File: config.mk
export PLATFORM = sky130hd
export DESIGN_NAME = irq_rotor
export DESIGN_NICKNAME = d
export VERILOG_FILES = /design/src/rtl/irq_rotor_pkg.sv /design/src/rtl/irq_sync2.sv /design/src/rtl/irq_line_cell.sv /design/src/rtl/irq_rotor_pick.sv /design/src/rtl/irq_rotor.sv
export SDC_FILE = /design/constraint.sdc
export NUM_CORES = 1
export LEC_CHECK = 0
export CORE_MARGIN = 3
export CORE_UTILIZATION = 34
export CTS_CLUSTER_DIAMETER = 80
export DETAILED_ROUTE_END_ITERATION = 6
export RECOVER_POWER = 25
export SLEW_MARGIN = 10
export SYNTH_ARGS = -nofsm -noshare
export SYNTH_HDL_FRONTEND = slang
export SYNTH_SLANG_ARGS = --single-unit
File: constraint.sdc
create_clock -name clk -period 6.6 [get_ports clk]
set_input_delay 0.99 -clock clk [delete_from_list [all_inputs] [get_ports clk]]
set_output_delay 0.99 -clock clk [all_outputs]
set_load 0.05 [all_outputs]
File: src/rtl/irq_rotor_pkg.sv
package irq_rotor_pkg;

    typedef enum logic [2:0] {
        DM_FIXED  = 3'b000,
        DM_LOWEST = 3'b001,
        DM_SMI    = 3'b010,
        DM_NMI    = 3'b100,
        DM_INIT   = 3'b101,
        DM_EXT    = 3'b111
    } dmode_e;

    // Modes that always behave as edge-triggered
    function automatic logic forced_edge(input logic [2:0] m);
        return (m == DM_NMI) || (m == DM_INIT);
    endfunction

    typedef struct packed {
        logic [1:0] hist;
        logic       dstat;
        logic       rirr;
    } cell_st_t;

endpackage

File: src/rtl/irq_sync2.sv
module irq_sync2 (
    input  logic clk,
    input  logic rst_n,
    input  logic d,
    output logic q
);
    logic [1:0] s_d, s_q;

    always_comb begin
        s_d = {s_q[0], d};
    end

    always_ff @(posedge clk or negedge rst_n) begin
        if (!rst_n) s_q <= '0;
        else        s_q <= s_d;
    end

    assign q = s_q[1];
endmodule

File: src/rtl/irq_line_cell.sv
module irq_line_cell
    import irq_rotor_pkg::*;
#(
    parameter int VW = 8
) (
    input  logic          clk,
    input  logic          rst_n,
    input  logic          raw,
    input  logic          mask,
    input  logic          level,
    input  logic          lowact,
    input  logic [2:0]    mode,
    input  logic [VW-1:0] vec,
    input  logic          grant,
    input  logic          eoi_valid,
    input  logic [VW-1:0] eoi_vec,
    output logic          act_o,
    output logic          pend_o,
    output logic          rirr_o
);
    logic     synced, act, lvl, edge_hit;
    cell_st_t st_d, st_q;

    irq_sync2 u_sync (.clk(clk), .rst_n(rst_n), .d(raw), .q(synced));

    assign act = synced ^ lowact;
    assign lvl = level & ~forced_edge(mode);
    assign edge_hit = act & st_q.hist[0] & ~st_q.hist[1];

    always_comb begin
        st_d      = st_q;
        st_d.hist = {st_q.hist[0], act};
        if (grant)
            st_d.dstat = 1'b0;
        else if (!mask && !st_q.dstat)
            st_d.dstat = lvl ? (act & ~st_q.rirr) : edge_hit;
        if (!lvl)
            st_d.rirr = 1'b0;
        else if (grant)
            st_d.rirr = 1'b1;
        else if (eoi_valid && eoi_vec == vec)
            st_d.rirr = 1'b0;
    end

    always_ff @(posedge clk or negedge rst_n) begin
        if (!rst_n) st_q <= '0;
        else        st_q <= st_d;
    end

    assign act_o  = act;
    assign pend_o = st_q.dstat;
    assign rirr_o = st_q.rirr;


    dstat_hold_chk: assert property (@(posedge clk) disable iff (!rst_n)
        st_q.dstat && !grant |=> st_q.dstat);

    mask_block_chk: assert property (@(posedge clk) disable iff (!rst_n)
        mask && !st_q.dstat && !grant |=> !st_q.dstat);

    rirr_set_chk: assert property (@(posedge clk) disable iff (!rst_n)
        grant && lvl |=> st_q.rirr);

    forced_edge_chk: assert property (@(posedge clk) disable iff (!rst_n)
        grant && forced_edge(mode) |=> !st_q.rirr);
endmodule

File: src/rtl/irq_rotor_pick.sv
module irq_rotor_pick #(
    parameter int N  = 24,
    parameter int VW = 8,
    localparam int IW = $clog2(N)
) (
    input  logic            clk,
    input  logic            rst_n,
    input  logic [N-1:0]    pend,
    input  logic [N-1:0]    mask,
    input  logic [N*VW-1:0] cfg_vec,
    input  logic [N*3-1:0]  cfg_mode,
    input  logic            req_accept,
    output logic            req_valid,
    output logic [IW-1:0]   req_line,
    output logic [VW-1:0]   req_vec,
    output logic [2:0]      req_mode,
    output logic [N-1:0]    grant_o
);
    typedef struct packed {
        logic          valid;
        logic [IW-1:0] line;
        logic [VW-1:0] vec;
        logic [2:0]    mode;
        logic [IW-1:0] ptr;
    } pk_t;

    pk_t           pk_d, pk_q;
    logic          grant, found;
    logic [IW-1:0] sel;

    assign grant = pk_q.valid & req_accept;

    // Rotating search from the pointer, first eligible line wins
    always_comb begin
        found = 1'b0;
        sel   = '0;
        for (int k = 0; k < N; k++) begin
            int idx;
            idx = int'(pk_q.ptr) + k;
            if (idx >= N) idx = idx - N;
            if (!found && pend[idx] && !mask[idx]) begin
                found = 1'b1;
                sel   = IW'(idx);
            end
        end
    end

    always_comb begin
        pk_d = pk_q;
        if (grant) begin
            pk_d.valid = 1'b0;
            pk_d.ptr   = (pk_q.line == IW'(N-1)) ? '0 : pk_q.line + 1'b1;
        end else if (!pk_q.valid && found) begin
            pk_d.valid = 1'b1;
            pk_d.line  = sel;
            pk_d.vec   = cfg_vec[int'(sel)*VW +: VW];
            pk_d.mode  = cfg_mode[int'(sel)*3 +: 3];
        end
    end

    always_ff @(posedge clk or negedge rst_n) begin
        if (!rst_n) pk_q <= '0;
        else        pk_q <= pk_d;
    end

    assign req_valid = pk_q.valid;
    assign req_line  = pk_q.line;
    assign req_vec   = pk_q.vec;
    assign req_mode  = pk_q.mode;
    assign grant_o   = grant ? ({{(N-1){1'b0}}, 1'b1} << pk_q.line) : '0;


    offer_hold_chk: assert property (@(posedge clk) disable iff (!rst_n)
        req_valid && !req_accept |=> req_valid && $stable(req_line)
                                     && $stable(req_vec) && $stable(req_mode));

    offer_pend_chk: assert property (@(posedge clk) disable iff (!rst_n)
        $rose(req_valid) |-> pend[req_line]);
endmodule

File: src/rtl/irq_rotor.sv
module irq_rotor #(
    parameter int N        = 24,
    parameter int VW       = 8,
    parameter int SMI_LINE = N - 1,
    localparam int IW = $clog2(N)
) (
    input  logic            clk,
    input  logic            rst_n,
    input  logic [N-1:0]    irq_in,
    input  logic [N-1:0]    cfg_mask,
    input  logic [N-1:0]    cfg_level,
    input  logic [N-1:0]    cfg_lowact,
    input  logic [N*3-1:0]  cfg_mode,
    input  logic [N*VW-1:0] cfg_vec,
    output logic            req_valid,
    output logic [IW-1:0]   req_line,
    output logic [VW-1:0]   req_vec,
    output logic [2:0]      req_mode,
    input  logic            req_accept,
    input  logic            eoi_valid,
    input  logic [VW-1:0]   eoi_vec,
    output logic [N-1:0]    pend_o,
    output logic [N-1:0]    rirr_o,
    output logic            smi_n
);
    logic [N-1:0] act, grant;

    for (genvar i = 0; i < N; i++) begin : g_line
        irq_line_cell #(.VW(VW)) u_cell (
            .clk(clk), .rst_n(rst_n), .raw(irq_in[i]),
            .mask(cfg_mask[i]), .level(cfg_level[i]), .lowact(cfg_lowact[i]),
            .mode(cfg_mode[i*3 +: 3]), .vec(cfg_vec[i*VW +: VW]),
            .grant(grant[i]), .eoi_valid(eoi_valid), .eoi_vec(eoi_vec),
            .act_o(act[i]), .pend_o(pend_o[i]), .rirr_o(rirr_o[i])
        );
    end

    irq_rotor_pick #(.N(N), .VW(VW)) u_pick (
        .clk(clk), .rst_n(rst_n), .pend(pend_o), .mask(cfg_mask),
        .cfg_vec(cfg_vec), .cfg_mode(cfg_mode), .req_accept(req_accept),
        .req_valid(req_valid), .req_line(req_line), .req_vec(req_vec),
        .req_mode(req_mode), .grant_o(grant)
    );

    assign smi_n = cfg_mask[SMI_LINE] ? ~act[SMI_LINE] : 1'b1;


    smi_masked_chk: assert property (@(posedge clk) disable iff (!rst_n)
        !smi_n |-> !pend_o[SMI_LINE] || !$past(cfg_mask[SMI_LINE]) || $past(pend_o[SMI_LINE]));

    grant_onehot_chk: assert property (@(posedge clk) disable iff (!rst_n)
        $onehot0(grant));
endmodule

# Yosys cells after proc, flatten, opt, wreduce, memory -nomap -nowiden

Cells that the tools add are included.

$add $sub $neg: 48
Multipliers: 1
$lt $le $gt $ge: 48
Equal/unequal tests: 97
Shift operators: 3
Muxes and demuxes: 365
Bitwise logic cells: 195
Reductions and logical operators: 242

Operator list:

| cell                                                                          | number |
|---|---|
| 32-bit by 7-bit less-than comparator with 1-bit output, second input constant | 24 |
| 32-bit two-way mux                                                            | 24 |
| 32-bit by 6-bit >= comparator with 1-bit output, second input constant        | 23 |
| 32-bit by 6-bit subtractor with 32-bit output, second input constant          | 23 |
| 1-bit two-way mux                                                             | 266 |
| 1-bit binary-select mux with 5-bit select                                     | 48 |
| 8-bit equality test                                                           | 24 |
| 192-bit by 9-bit variable part select with 8-bit output                       | 1 |
| 3-bit equality test, second input constant                                    | 48 |
| 5-bit two-way mux                                                             | 25 |
| 1-bit AND                                                                     | 97 |
| 1-bit logical AND                                                             | 96 |
| 1-bit zero test                                                               | 96 |
| 1-bit inverter                                                                | 74 |
| 3-bit != test, second input constant                                          | 24 |
| 72-bit by 32-bit variable part select with 3-bit output                       | 1 |
| 2-bit nonzero test                                                            | 25 |
| 5-bit by 4-bit adder with 6-bit output, second input constant                 | 8 |
| 5-bit by 5-bit adder with 6-bit output, second input constant                 | 8 |
| 5-bit by 3-bit adder with 6-bit output, second input constant                 | 4 |
| 1-bit logical OR                                                              | 24 |
| 24-bit two-way mux                                                            | 1 |
| 1-bit by 5-bit left shift with 24-bit output, first input constant            | 1 |
| 1-bit bitwise XOR                                                             | 24 |
| 9 further kinds                                                               | 10 |

Bits in registers: 166
Bits of input ports: 372
Word-level logic and storage cells: 1,100

# Longest topological paths before layout

Word-level depth: 104
Depth in mapped cells: 28

# Modules after synthesis

From an unflattened synthesis, not the netlist that was laid out.

Cells, all modules: 1,894
Area, all modules: 17,533.1 µm²

By module, submodules not included:

| module         | times used | cells an instance | area each (µm²) | sequential area each (µm²) |
|---|---|---|---|---|
| irq_rotor_pick | 1          | 1,221             | 10,082.2        | 550.5 |
| irq_line_cell  | 24         | 26                | 260.2           | 100.1 |
| irq_sync2      | 24         | 2                 | 50.0            | 50.0 |
| irq_rotor      | 1          | 1                 | 3.8             | 0.0 |

# Least setup slack after synthesis

OpenSTA, ideal clock, no wires.

Path kind: register to register
Start: reg u_pick.pk_q[3] (netlist name)
End: reg u_pick.pk_q (netlist bit u_pick.req_mode[0])
Setup time: 146 ps
Data arrival time: 5,424 ps
Slack: 1,030 ps
Stages on the path, launching flop included: 25
Path buffers: 6
Period minus slack after synthesis: 5,570 ps
Cell sequence: dfrtp_1 buf_2 inv_1 clkbuf_1 ha_1 clkbuf_1 nor2b_1 o21ai_0 and2_1 ha_1 o311ai_1 a21boi_0 o32ai_2 nor2_2 and4_1 buf_2 nand2_2 nor2_1 a2111oi_2 a21o_1 buf_6 buf_12 mux4_2 a21oi_1 o41ai_2

Word-level cells in the longest chain between the ends: 102

RTL lines:

| item                                                                                                    | RTL line             | RTL |
|---|---|---|
| from (decl)                                                                                             | irq_rotor_pick.sv:27 | `pk_t pk_d, pk_q;` |
| from (signal assigned)                                                                                  | irq_rotor_pick.sv:63 | `else pk_q <= pk_d;` |
| parallel branches: the longest is 102 deep, another holds 32-bit by 6-bit subtractor with 32-bit output | n/a                  |  |

Several ways; the timed one is not identified. The select of a mux whose other input is x is not followed.
A chain may end at the register's enable or synchronous reset.

# Worst setup path after layout

Start: reg u_pick.pk_q[1] (netlist name)
End: reg u_pick.pk_q (netlist bit u_pick.req_vec[0])

Word-level cells in the longest chain between the ends: 102

RTL lines:

| item |
|---|
| parallel branches: the longest is 102 deep, another holds 32-bit by 6-bit subtractor with 32-bit output |

Several ways; the timed one is not identified. The select of a mux whose other input is x is not followed.

==> impl_results.md <==
* Pins Over Slew Limit at 0
* Synth cell types at 105
* CP arrival at 6.76 ns
* Post-Route WL at 95700 microns
* Vias in the first global route at 19300
* Htree depth at 4
* Setup ws final at 0.196 ns
* Post-route insts no fill at 3221
* Io pins at 438
* Status: complete, no violations
* Pin count of the biggest net entering global routing at 88
* Place WS at 0.107 ns
* Flops & latches, synth at 166
* Worst Path Required at 6.96 ns
* Final Cycle Share at 0.970
* Initial drt markers at 1861
* Slew HR at 0.129
* Endpoints failing hold at 0
* Hpwl dp at 81100 microns
* Setup Buffers After CTS at 0
* Fmax at 156 MHz
* PortBufs at 437
* Asr flop ratio synth at 1.00
* Unrepaired setup endpoints after global routing: no
* # DRC at 0
* Cts hold-fix bufs at 0
* TritonCTS clock tree: done
* Post-Place Cells at 3186
* Die height at 232 microns
* Row cnt at 82
* Setup Viol. Count Final at 0
* Max clock buf depth at 2
* Dominant synthesized flop cell: dfrtp_1
* Tmin final at 6.40 ns
* Startpoint class of the critical path: register
* Sink Count at 166
* Setup TNS at 0 ns
* Clock slew at reported path FFs at 0.08 ns
* Post-Synthesis Cells at 1961
* Mapped Nets at 2377
* Clock Skew at 0.0178 ns
* Grt total ovfl at 0
* Area delta synth->final at 41.4%
* Layout cells sized above 1 at 0.178
* Post-DRT Antenna Nets at 0
* CORE AREA at 50400 sq um
* Hold Crit Class: reg -> reg
* Critical-path maximum fanout at 14
* Pre-antenna DRT Iters at 6
* Critical setup path kind: reg -> reg
* Total number of vias at 18900
* Routed vias/inst at 5.88
* Maximum capacitance violations at 0
* Clock root buffer: clkbuf_16
* Nets at 2949
* Synthesis warning total at 0
* Nature of the critical path endpoint: register
* Chip width at 232 microns
* FF-to-FF setup slack at 0.20 ns
* Starting Density at 0.345
* Number of synthesized flops with an enable pin at 0
* WL per Instance at 29.7 microns
* Least-Margin Pin Slew at 1.30 ns
* Syn Std Cell Area at 17400 sq um
* Resize count post-CTS at 0
* Worst-skew pair later-pin latency at 0.46 ns
* Sequential-to-total area share from yosys stat at 0.239
* CTS Buf Count at 17
* First-pass GRT wire length at 135000 microns
* Mean Syn Cell Area at 8.87 sq um
* Overall routing resource usage at 0.344
* Die area at 53900 sq um
* Antenna violations before repair at 3
* Hold WS at 0.349 ns
* Gpl congestion at 1.05
-- layer usage --
layer / up-vias / global-route usage / part of all wire
met5: - / 0 / 0.00014
met4: 2 / 0.168 / 0.055
met3: 208 / 0.0439 / 0.056
li1: 8379 / - / -
met2: 970 / 0.593 / 0.49
met1: 9376 / 0.424 / 0.40
-- cells by family (layout without fill, tap and decap cells) --
kind of cell | count (synthesis) | count (layout) | share of synthesized area
compound gates | 539 | 539 | 0.214
xor+xnor | 236 | 236 | 0.120
fa+ha+maj | 44 | 44 | 0.0317
buf+inv | 272 | 857 | 0.0825
flops | 166 | 166 | 0.239
mux | 198 | 198 | 0.144
other cells | 0 | 3 | 0
simple gates | 506 | 506 | 0.169
-- per-stage QoR --
step / area (sq um) / util
final: 24600 / 0.488
after global routing: 24600 / 0.488
after CTS: 24600 / 0.488
after detailed placement: 24000 / 0.476
after global placement: 24000 / 0.476
after floorplan: 17400 / -
-- worst paths after layout --
check / startpoint / end / cells past startpoint
min: g_line[11].u_cell.u_sync.s_q[0] / g_line[11].u_cell.u_sync.s_q[1] / 0
max in group asynchronous: rst_n / g_line[20].u_cell.st_d[3] / 2
max: u_pick.pk_q[1] / u_pick.req_vec[0] / 24
min reg2reg: g_line[11].u_cell.u_sync.s_q[0] / g_line[11].u_cell.u_sync.s_q[1] / 0
max reg2reg: u_pick.pk_q[1] / u_pick.req_vec[0] / 24
min in group asynchronous: rst_n / g_line[10].u_cell.st_d[3] / 1
-- cells in the mapped netlist (all sizes together), types with 13 or more instances --
library cell	instances	area (sq um)
xor2	197	1730
dfrtp	166	4150
buf	134	917
mux2i	134	1340
a21oi	133	677
o21ai	110	551
nand2	92	355
inv	90	338
nor2	75	289
nand3	60	300
a22oi	48	360
clkbuf	48	180
a31oi	44	275
ha	44	551
o41ai	43	467
mux4	40	901
xnor2	39	349
nor4	36	265
nand3b	34	255
nand2b	33	206
nor3	29	156
mux2	24	270
a21boi	21	158
nor2b	20	125
and2	16	100
a211oi	13	103
and3	13	82.6
nor3b	13	97.6
o211ai	13	103
or3	13	81.3
-- placed cells by master, fill, tap and decap left out, types with 13 or more instances in the layout --
cell and instances:
nor2_1 72, nor3_1 27, nand3_1 60, nand2_1 90
nor2b_1 20, nand3b_1 34, buf_12 15, nand2b_1 33
xor2_1 196, a21boi_1 14, o41ai_1 31, mux4_2 40
or3_1 13, a31oi_1 44, a22oi_1 48, nor4_1 31
ha_1 44, mux2_2 21, clkdlybuf4s50_1 409, mux2i_1 133
a21oi_1 130, and2_1 16, clkbuf_16 17, o21ai_0 105
inv_1 88, dlygate4sd3_1 27, buf_4 283, xnor2_1 37
dfrtp_1 165
-- worst max-delay path, cell delays in order, from the launching register on --
cell and delay (ns):
dfrtp_1 0.62, inv_1 0.12, buf_4 0.22, ha_1 0.32
inv_1 0.47, mux4_2 0.31, mux2i_1 0.07, buf_4 0.18
o2bb2a_1 0.26, and3_1 0.27, o2111ai_4 0.16, buf_4 0.19
nor3_1 0.69, buf_4 0.28, o31ai_1 0.08, a22oi_1 0.34
buf_4 0.20, o221ai_1 0.14, and3_1 0.21, and2_1 0.18
buf_12 0.15, a22oi_1 0.23, a21boi_1 0.13, buf_4 0.16
o41ai_2 0.31
-- flip-flops by register name, indices dropped and copies added (netlist names) --
register and cells:
g_line.u_cell.pend_o 24, g_line.u_cell.rirr_o 24, g_line.u_cell.st_d 24, g_line.u_cell.st_q 24
g_line.u_cell.u_sync.s_q 48, u_pick.pk_q 5, u_pick.req_line 5, u_pick.req_mode 3
u_pick.req_valid 1, u_pick.req_vec 8
-- area by class of cell --
cell class,instances,area (sq um)
antenna,3,7.51
fill,4855,25800
sequential,166,4160
tap,672,841
clock buffer,18,439
inverter,90,338
clock inverter,14,180
timing repair buffer,735,6800
multi-input combinational,1523,11800
Power is not shown: default switching activity piles up to over one toggle a cycle in this logic, so the estimate is an artifact.
